===== src/rtl/mmuchk_pkg.sv =====
package mmuchk_pkg;

   // granted-rights bit positions
   localparam int RGT_R = 2;
   localparam int RGT_W = 1;
   localparam int RGT_X = 0;

   typedef logic [2:0] rights_t;

   // check codes
   localparam logic [1:0] CHK_OK   = 2'd0;
   localparam logic [1:0] CHK_PROT = 2'd2;
   localparam logic [1:0] CHK_PRIV = 2'd3;

   // rights a mode may hold for a permission code
   function automatic rights_t mode_rights(input logic user, input logic [2:0] perm);
      rights_t r;
      case (perm)
         3'd0: r = 3'b100;
         3'd1: r = 3'b110;
         3'd2: r = 3'b101;
         3'd3: r = 3'b111;
         3'd4: r = 3'b001;
         3'd5: r = user ? 3'b100 : 3'b110;
         3'd6: r = user ? 3'b000 : 3'b101;
         default: r = user ? 3'b000 : 3'b111;
      endcase
      return r;
   endfunction

endpackage


===== src/rtl/mmuchk_perm_eval.sv =====
module mmuchk_perm_eval
   import mmuchk_pkg::*;
#(
   parameter bit USE_ROM = 1'b1
) (
   input  logic [2:0] perm,
   input  logic       is_write,
   input  logic       is_fetch,
   input  logic       is_super,
   output logic [2:0] acc_idx,
   output rights_t    base_rights,
   output logic [1:0] chk_code
);

   assign acc_idx     = {is_write, is_fetch, is_super};
   assign base_rights = mode_rights(!is_super, perm);

   generate
      if (USE_ROM) begin : g_rom
         // row = access index, 2 bits per permission code, code 0 at LSB
         localparam logic [127:0] CODE_ROM = {
            16'h2A2A, 16'hFA2A, 16'h2222, 16'hFA22,
            16'h080A, 16'hF80A, 16'h0200, 16'hF200};
         logic [6:0] bitpos;
         assign bitpos   = {acc_idx, perm, 1'b0};
         assign chk_code = CODE_ROM[bitpos +: 2];
      end else begin : g_logic
         logic    priv_hit;
         rights_t need;
         assign priv_hit = !is_super && perm[2] && perm[1];
         assign need     = {!is_write && !is_fetch, is_write, is_fetch};
         assign chk_code = priv_hit ? CHK_PRIV :
                           (|(need & ~base_rights)) ? CHK_PROT : CHK_OK;
      end
   endgenerate

endmodule


===== src/rtl/mmuchk_fault_regs.sv =====
module mmuchk_fault_regs #(
   parameter int REG_W     = 32,
   parameter int CODE_W    = 10,
   parameter int IDX_SHIFT = 5
) (
   input  logic              clk,
   input  logic              rst_n,
   input  logic              rec_en,
   input  logic [2:0]        rec_idx,
   input  logic [CODE_W-1:0] rec_code,
   input  logic [REG_W-1:0]  rec_addr,
   input  logic              rd_en,
   input  logic              rd_sel,
   output logic              rd_valid,
   output logic [REG_W-1:0]  rd_data
);

   localparam logic [REG_W-1:0] VALID_BIT = REG_W'(2);
   localparam logic [REG_W-1:0] OVF_BIT   = REG_W'(1);

   logic [REG_W-1:0] fsr, far_q, fsr_base, fsr_new;
   logic             fsr_rd;

   assign fsr_rd   = rd_en && !rd_sel;
   assign fsr_base = fsr_rd ? '0 : fsr;
   assign fsr_new  = ((fsr_base != '0) ? OVF_BIT : '0)
                   | (REG_W'(rec_idx) << IDX_SHIFT)
                   | REG_W'(rec_code)
                   | VALID_BIT;

   always_ff @(posedge clk or negedge rst_n) begin
      if (!rst_n) begin
         fsr      <= '0;
         far_q    <= '0;
         rd_valid <= 1'b0;
         rd_data  <= '0;
      end else begin
         fsr      <= rec_en ? fsr_new : fsr_base;
         if (rec_en) far_q <= rec_addr;
         rd_valid <= rd_en;
         rd_data  <= rd_en ? (rd_sel ? far_q : fsr) : '0;
      end
   end


   fsr_valid_chk: assert property (@(posedge clk) disable iff (!rst_n)
      rec_en |=> fsr[1]);


   overflow_mark_chk: assert property (@(posedge clk) disable iff (!rst_n)
      (rec_en && !fsr_rd && fsr != '0) |=> fsr[0]);


   read_clear_chk: assert property (@(posedge clk) disable iff (!rst_n)
      (fsr_rd && !rec_en) |=> (fsr == '0));


   far_hold_chk: assert property (@(posedge clk) disable iff (!rst_n)
      !rec_en |=> $stable(far_q));

endmodule


===== src/rtl/mmu_access_check.sv =====
module mmu_access_check
   import mmuchk_pkg::*;
#(
   parameter int REG_W     = 32,
   parameter int WALK_W    = 10,
   parameter int IDX_SHIFT = 5,
   parameter bit USE_ROM   = 1'b1
) (
   input  logic              clk,
   input  logic              rst_n,
   input  logic              acc_valid,
   input  logic [REG_W-1:0]  acc_addr,
   input  logic [2:0]        acc_perm,
   input  logic              acc_write,
   input  logic              acc_fetch,
   input  logic              acc_super,
   input  logic              acc_modified,
   input  logic [WALK_W-1:0] walk_code,
   input  logic              nofault_mode,
   input  logic              traps_on,
   output logic              rsp_valid,
   output logic [2:0]        rsp_rights,
   output logic              rsp_fault,
   output logic              ifault_pulse,
   output logic              dfault_pulse,
   input  logic              rd_en,
   input  logic              rd_sel,
   output logic              rd_valid,
   output logic [REG_W-1:0]  rd_data
);

   initial begin
      if (WALK_W < 2)                  $error("WALK_W must hold a check code");
      if (WALK_W > REG_W)              $error("WALK_W wider than REG_W");
      if (IDX_SHIFT + 3 > REG_W)       $error("index field outside REG_W");
   end

   localparam rights_t ALL_RIGHTS = 3'b111;
   localparam rights_t NO_WRITE   = 3'b101;

   logic [2:0]        acc_idx;
   rights_t           base_rights, grant_d;
   logic [1:0]        chk_code;
   logic              walk_hit, tbl_hit, rec_en, trap_d;
   logic [WALK_W-1:0] err_code;

   mmuchk_perm_eval #(.USE_ROM(USE_ROM)) u_eval (
      .perm        (acc_perm),
      .is_write    (acc_write),
      .is_fetch    (acc_fetch),
      .is_super    (acc_super),
      .acc_idx     (acc_idx),
      .base_rights (base_rights),
      .chk_code    (chk_code)
   );

   assign walk_hit = |walk_code;
   assign tbl_hit  = (chk_code != CHK_OK) && !(nofault_mode && !acc_super);
   assign err_code = walk_hit ? walk_code : (tbl_hit ? WALK_W'(chk_code) : '0);
   assign rec_en   = acc_valid && (walk_hit || tbl_hit);
   assign trap_d   = rec_en && !nofault_mode && traps_on;
   assign grant_d  = rec_en ? (trap_d ? '0 : ALL_RIGHTS)
                            : (base_rights & (acc_modified ? ALL_RIGHTS : NO_WRITE));

   always_ff @(posedge clk or negedge rst_n) begin
      if (!rst_n) begin
         rsp_valid    <= 1'b0;
         rsp_rights   <= '0;
         rsp_fault    <= 1'b0;
         ifault_pulse <= 1'b0;
         dfault_pulse <= 1'b0;
      end else begin
         rsp_valid    <= acc_valid;
         rsp_rights   <= acc_valid ? grant_d : '0;
         rsp_fault    <= trap_d;
         ifault_pulse <= trap_d && acc_fetch;
         dfault_pulse <= trap_d && !acc_fetch;
      end
   end

   mmuchk_fault_regs #(
      .REG_W     (REG_W),
      .CODE_W    (WALK_W),
      .IDX_SHIFT (IDX_SHIFT)
   ) u_regs (
      .clk      (clk),
      .rst_n    (rst_n),
      .rec_en   (rec_en),
      .rec_idx  (acc_idx),
      .rec_code (err_code),
      .rec_addr (acc_addr),
      .rd_en    (rd_en),
      .rd_sel   (rd_sel),
      .rd_valid (rd_valid),
      .rd_data  (rd_data)
   );


   side_excl_chk: assert property (@(posedge clk) disable iff (!rst_n)
      !(ifault_pulse && dfault_pulse));


   trap_no_rights_chk: assert property (@(posedge clk) disable iff (!rst_n)
      rsp_fault |-> (rsp_rights == 3'b000));


   clean_no_write_chk: assert property (@(posedge clk) disable iff (!rst_n)
      (acc_valid && !acc_modified && !nofault_mode && traps_on) |=> !rsp_rights[RGT_W]);


   rsp_follows_chk: assert property (@(posedge clk) disable iff (!rst_n)
      acc_valid |=> rsp_valid);

endmodule


===== config.mk =====
export PLATFORM = sky130hd
export DESIGN_NAME = mmu_access_check
export DESIGN_NICKNAME = d
export VERILOG_FILES = /design/src/rtl/mmuchk_pkg.sv /design/src/rtl/mmuchk_perm_eval.sv /design/src/rtl/mmuchk_fault_regs.sv /design/src/rtl/mmu_access_check.sv
export SDC_FILE = /design/constraint.sdc
export NUM_CORES = 1
export LEC_CHECK = 0
export ABC_AREA = 1
export BUFFER_PORTS_ARGS = -buffer_cell sky130_fd_sc_hd__buf_2
export CAP_MARGIN = 20
export CORE_MARGIN = 3
export CORE_UTILIZATION = 31
export CTS_BUF_LIST = sky130_fd_sc_hd__clkbuf_16
export CTS_CLUSTER_DIAMETER = 40
export DETAILED_ROUTE_END_ITERATION = 16
export REMOVE_ABC_BUFFERS = 1
export SETUP_SLACK_MARGIN = 0.15
export SLEW_MARGIN = 20
export SYNTH_ARGS = -nofsm -noshare
export SYNTH_HDL_FRONTEND = slang
export SYNTH_SLANG_ARGS = --single-unit

===== constraint.sdc =====
create_clock -name clk -period 1.1 [get_ports clk]
set_input_delay 0.22 -clock clk [delete_from_list [all_inputs] [get_ports clk]]
set_output_delay 0.22 -clock clk [all_outputs]
set_load 0.02 [all_outputs]

==> flow_metrics.py <==
metrics = {
    "logic_synthesis": {
        "async_flop_share_pct": 100,
        "yosysSeqAreaShare_pct": 59.8,
        "yosysTopAreaCellShare_pct": 59.8,
        "yosysWarnings": 0,
        "synth_edf_count": 0,
        "syn-mean-instance-area_sq_um": 9.34,
        "synth.area.top_cells": "dfrtp_1 (60%), nand2_1 (12%), nor2_1 (6.5%)",
        "synth-main-ff-cell": "dfrtp_1",
        "ys_seq_elements": 104,
        "post-synth-top-area-cell": "dfrtp_1",
        "synth.distinct_cells": 23,
        "synthesis.area_sq_mm": 0.00435,
        "netlist_instances": 466,
    },
    "layout": {
        "final_util_pct": 48.9,
        "final_common_cell": "nand2_1",
        "antennaDiodeCount": 0,
        "area_growth_pct": 51.8,
        "layout_common_cells": "nand2_1 (108), dfrtp_1 (104), nor2_1 (66), buf_6 (60), buf_2 (50)",
        "nFillCells": 1255,
        "drive_gt1_share_pct": 44.1,
        "nets": 686,
    },
    "sta": {
        "tightest_slew_ns": 0.328,
        "fin_hold_ws_ns": 0.0721,
        "rsz0062_at_grt": "true",
        "fin_skew_ns": 0.0110,
        "period_needed_ns": 1.19,
        "fmaxAchievable_mhz": 838,
        "finalWorstSetupSlack_ns": -0.0934,
        "slew_headroom_pct": 78.1,
        "hold_violations": 0,
        "finalCritPeriodShare_pct": 108,
        "maxSlewViolCount": 0,
        "setup_viol": 50,
    },
    "critical_path": {
        "rr_worst_depth": 8,
        "crit_fanout": 8,
        "crit_chain": "buf_8, nor2_4, nand2_4, nand2_4, nand2_2, nand3_2, nand2_2, nand2_2, nand2_4, nand2_8, inv_16, buf_12, buf_12, nor2_4",
        "worstSetupStartpoint": "acc_perm[1]",
        "cp-start-kind": "input pin",
        "cp.arrival_ns": 1.48,
        "critPathMaxStageDelay_ns": 0.14,
        "required_ns": 1.38,
        "critPathCaptureType": "flip-flop",
        "endpoint": "u_regs.fsr[21]",
        "path_class": "input pin to flip-flop",
        "critPathSlowestCell": "buf_12",
        "reg2reg_to": "u_regs.fsr[0]",
        "reg2reg_from": "u_regs.fsr[11]",
        "reg2reg_slack_ns": -0.05,
    },
    "route": {
        "viasPerCell": 4.47,
        "drt_wl_total_mm": 11.7,
        "drtIter0Drc": 227,
        "wl_per_cell_um": 14.5,
        "postRouteAntennaNets": 0,
        "num_vias": 3616,
        "drtPass1Iterations": 4,
        "drc": 0,
    },
    "power": {
        "p_total_mw": 8.72,
        "cellPowerDensity_mw_per_mm2": 1320,
        "p_leak_nw": 3.30,
        "ir_worst_vdd_mv": 0.730,
    },
    "floorplanning": {
        "io_pins": 96,
        "dieArea_sq_mm": 0.0155,
        "initial_utilization_pct": 32.2,
        "rows": 42,
        "die_h_um": 124,
        "core_area_sq_mm": 0.0135,
        "die_x_um": 124,
    },
    "global_routing": {
        "grt_pass1_wl_mm": 19.0,
        "antenna_found_initial": 0,
        "grt_max_degree": 41,
        "grt_util_all_layers_pct": 15.3,
        "grt_pass1_vias": 3803,
        "grt.overflow.total": 0,
    },
    "clocking": {
        "numCtsBuffers": 9,
        "cts_tree": "built",
        "clockRootBuffer": "clkbuf_16",
        "clk_latency_ns": 0.35,
        "clk_path_buf_depth": 2,
        "clock-sinks": 104,
        "cts.clk_slew.worst_paths_ns": 0.07,
        "cts_max_level": 3,
    },
    "placed_design": {
        "place_hpwl_mm": 7.44,
        "io_buffer_count": 95,
        "routabilityCongestion": 0.825,
    },
    "hold_path": {
        "whs_path_depth": 3,
        "hp-class": "input pin to flip-flop",
    },
    "run": {
        "maxCapViolations": 0,
    },
    "outcome": {
        "status": "complete, but fails checks",
        "violations": "setup timing",
    },
}
==> per-layer routing <==
metal  global-route usage, %  part of all wire, %
met1                    20.4                   46
met2                    24.7                   49
met3                    2.92                  3.5
met4                    5.67                  1.9
met5                       0                    0
==> cells by family after synthesis <==
| kind of cell | Yosys count | synth area share, % |
|---|---|---|
| flops | 104 | 59.8 |
| simple gates | 263 | 28.0 |
| buf+inv | 43 | 5.69 |
| compound gates | 56 | 6.50 |
==> worst min-delay path by stage <==
stage / start / slack [ns] / end
2_1_floorplan: rst_n / -0.08 / dfault_pulse
3_3_place_gp: rst_n / 0.14 / u_regs.rd_data[19]
3_5_place_dp: rst_n / 0.14 / u_regs.rd_data[19]
4_1_cts: acc_addr[9] / 0.06 / u_regs.far_q[9]
5_1_grt: acc_addr[24] / 0.07 / u_regs.far_q[24]
6_report: acc_addr[25] / 0.07 / u_regs.far_q[25]
==> cells in the mapped netlist, types with 6 or more instances <==
cell type  instances
a21oi_1           13
o21ai_0           42
clkbuf_1           9
inv_1             16
nor2_1            75
nand3_1            9
nand2_2           12
buf_2              6
dfrtp_1          104
nand4_1            6
nand2_1          135
nor2_4            20
==> report_power, final <==
part / switching (mW) / internal, mW / total, mW
Clock: 1.38 / 1.72 / 3.10
Combinational: 0.771 / 0.683 / 1.45
Sequential: 0.112 / 4.05 / 4.16
Total: 2.26 / 6.45 / 8.72
==> what timing repair did <==
item	4_1_cts	5_1_grt
endpoints found under the setup margin	111	111
cloned	3	2
endpoints found under the hold margin	18	0
gates resized for setup	135	69
buffers inserted	15	5
hold buffers	1	0
pin swaps	12	12
==> final cells by class <==
cell class                      count  area (sq um)  share of cell area [%]
Inverter                           20          98.8                    1.50
Sequential cell                   104          2600                    39.4
Tap cell                          176           220                    3.33
Multi-Input combinational cell    319          1730                    26.2
Clock buffer                        9           225                    3.41
Clock inverter                      5          51.3                   0.777
Timing Repair Buffer              176          1670                    25.4
==> sequential cells by signal, indices dropped and copies added, names as in the netlist <==
name and cells:
u_regs.far_q 32, rsp_valid 1, ifault_pulse 1, u_regs.rd_valid 1, dfault_pulse 1, rsp_fault 1, u_regs.fsr 32, u_regs.rd_data 32
rsp_rights 3
==> worst max-delay path: cells and delay by family <==
family        cells  cell delay (ns)
simple gates     10             0.79
buf+inv           4             0.45
==> stage by stage <==
step / cell area [sq um] / worst slack, ns / setup TNS (ns) / instances
after detailed placement: 5380 / -0.464 / -29.27 / 769
after global placement: 5380 / -0.409 / -26.21 / 769
after global routing: 6600 / -0.165 / -7.12 / 809
after CTS: 6300 / -0.0635 / -0.813 / 802
after floorplan: 4180 / -1.11 / -62.56 / 443
final: 6600 / -0.0934 / -2.31 / 809
No activity file was read; power rests on OpenSTA's default activity.
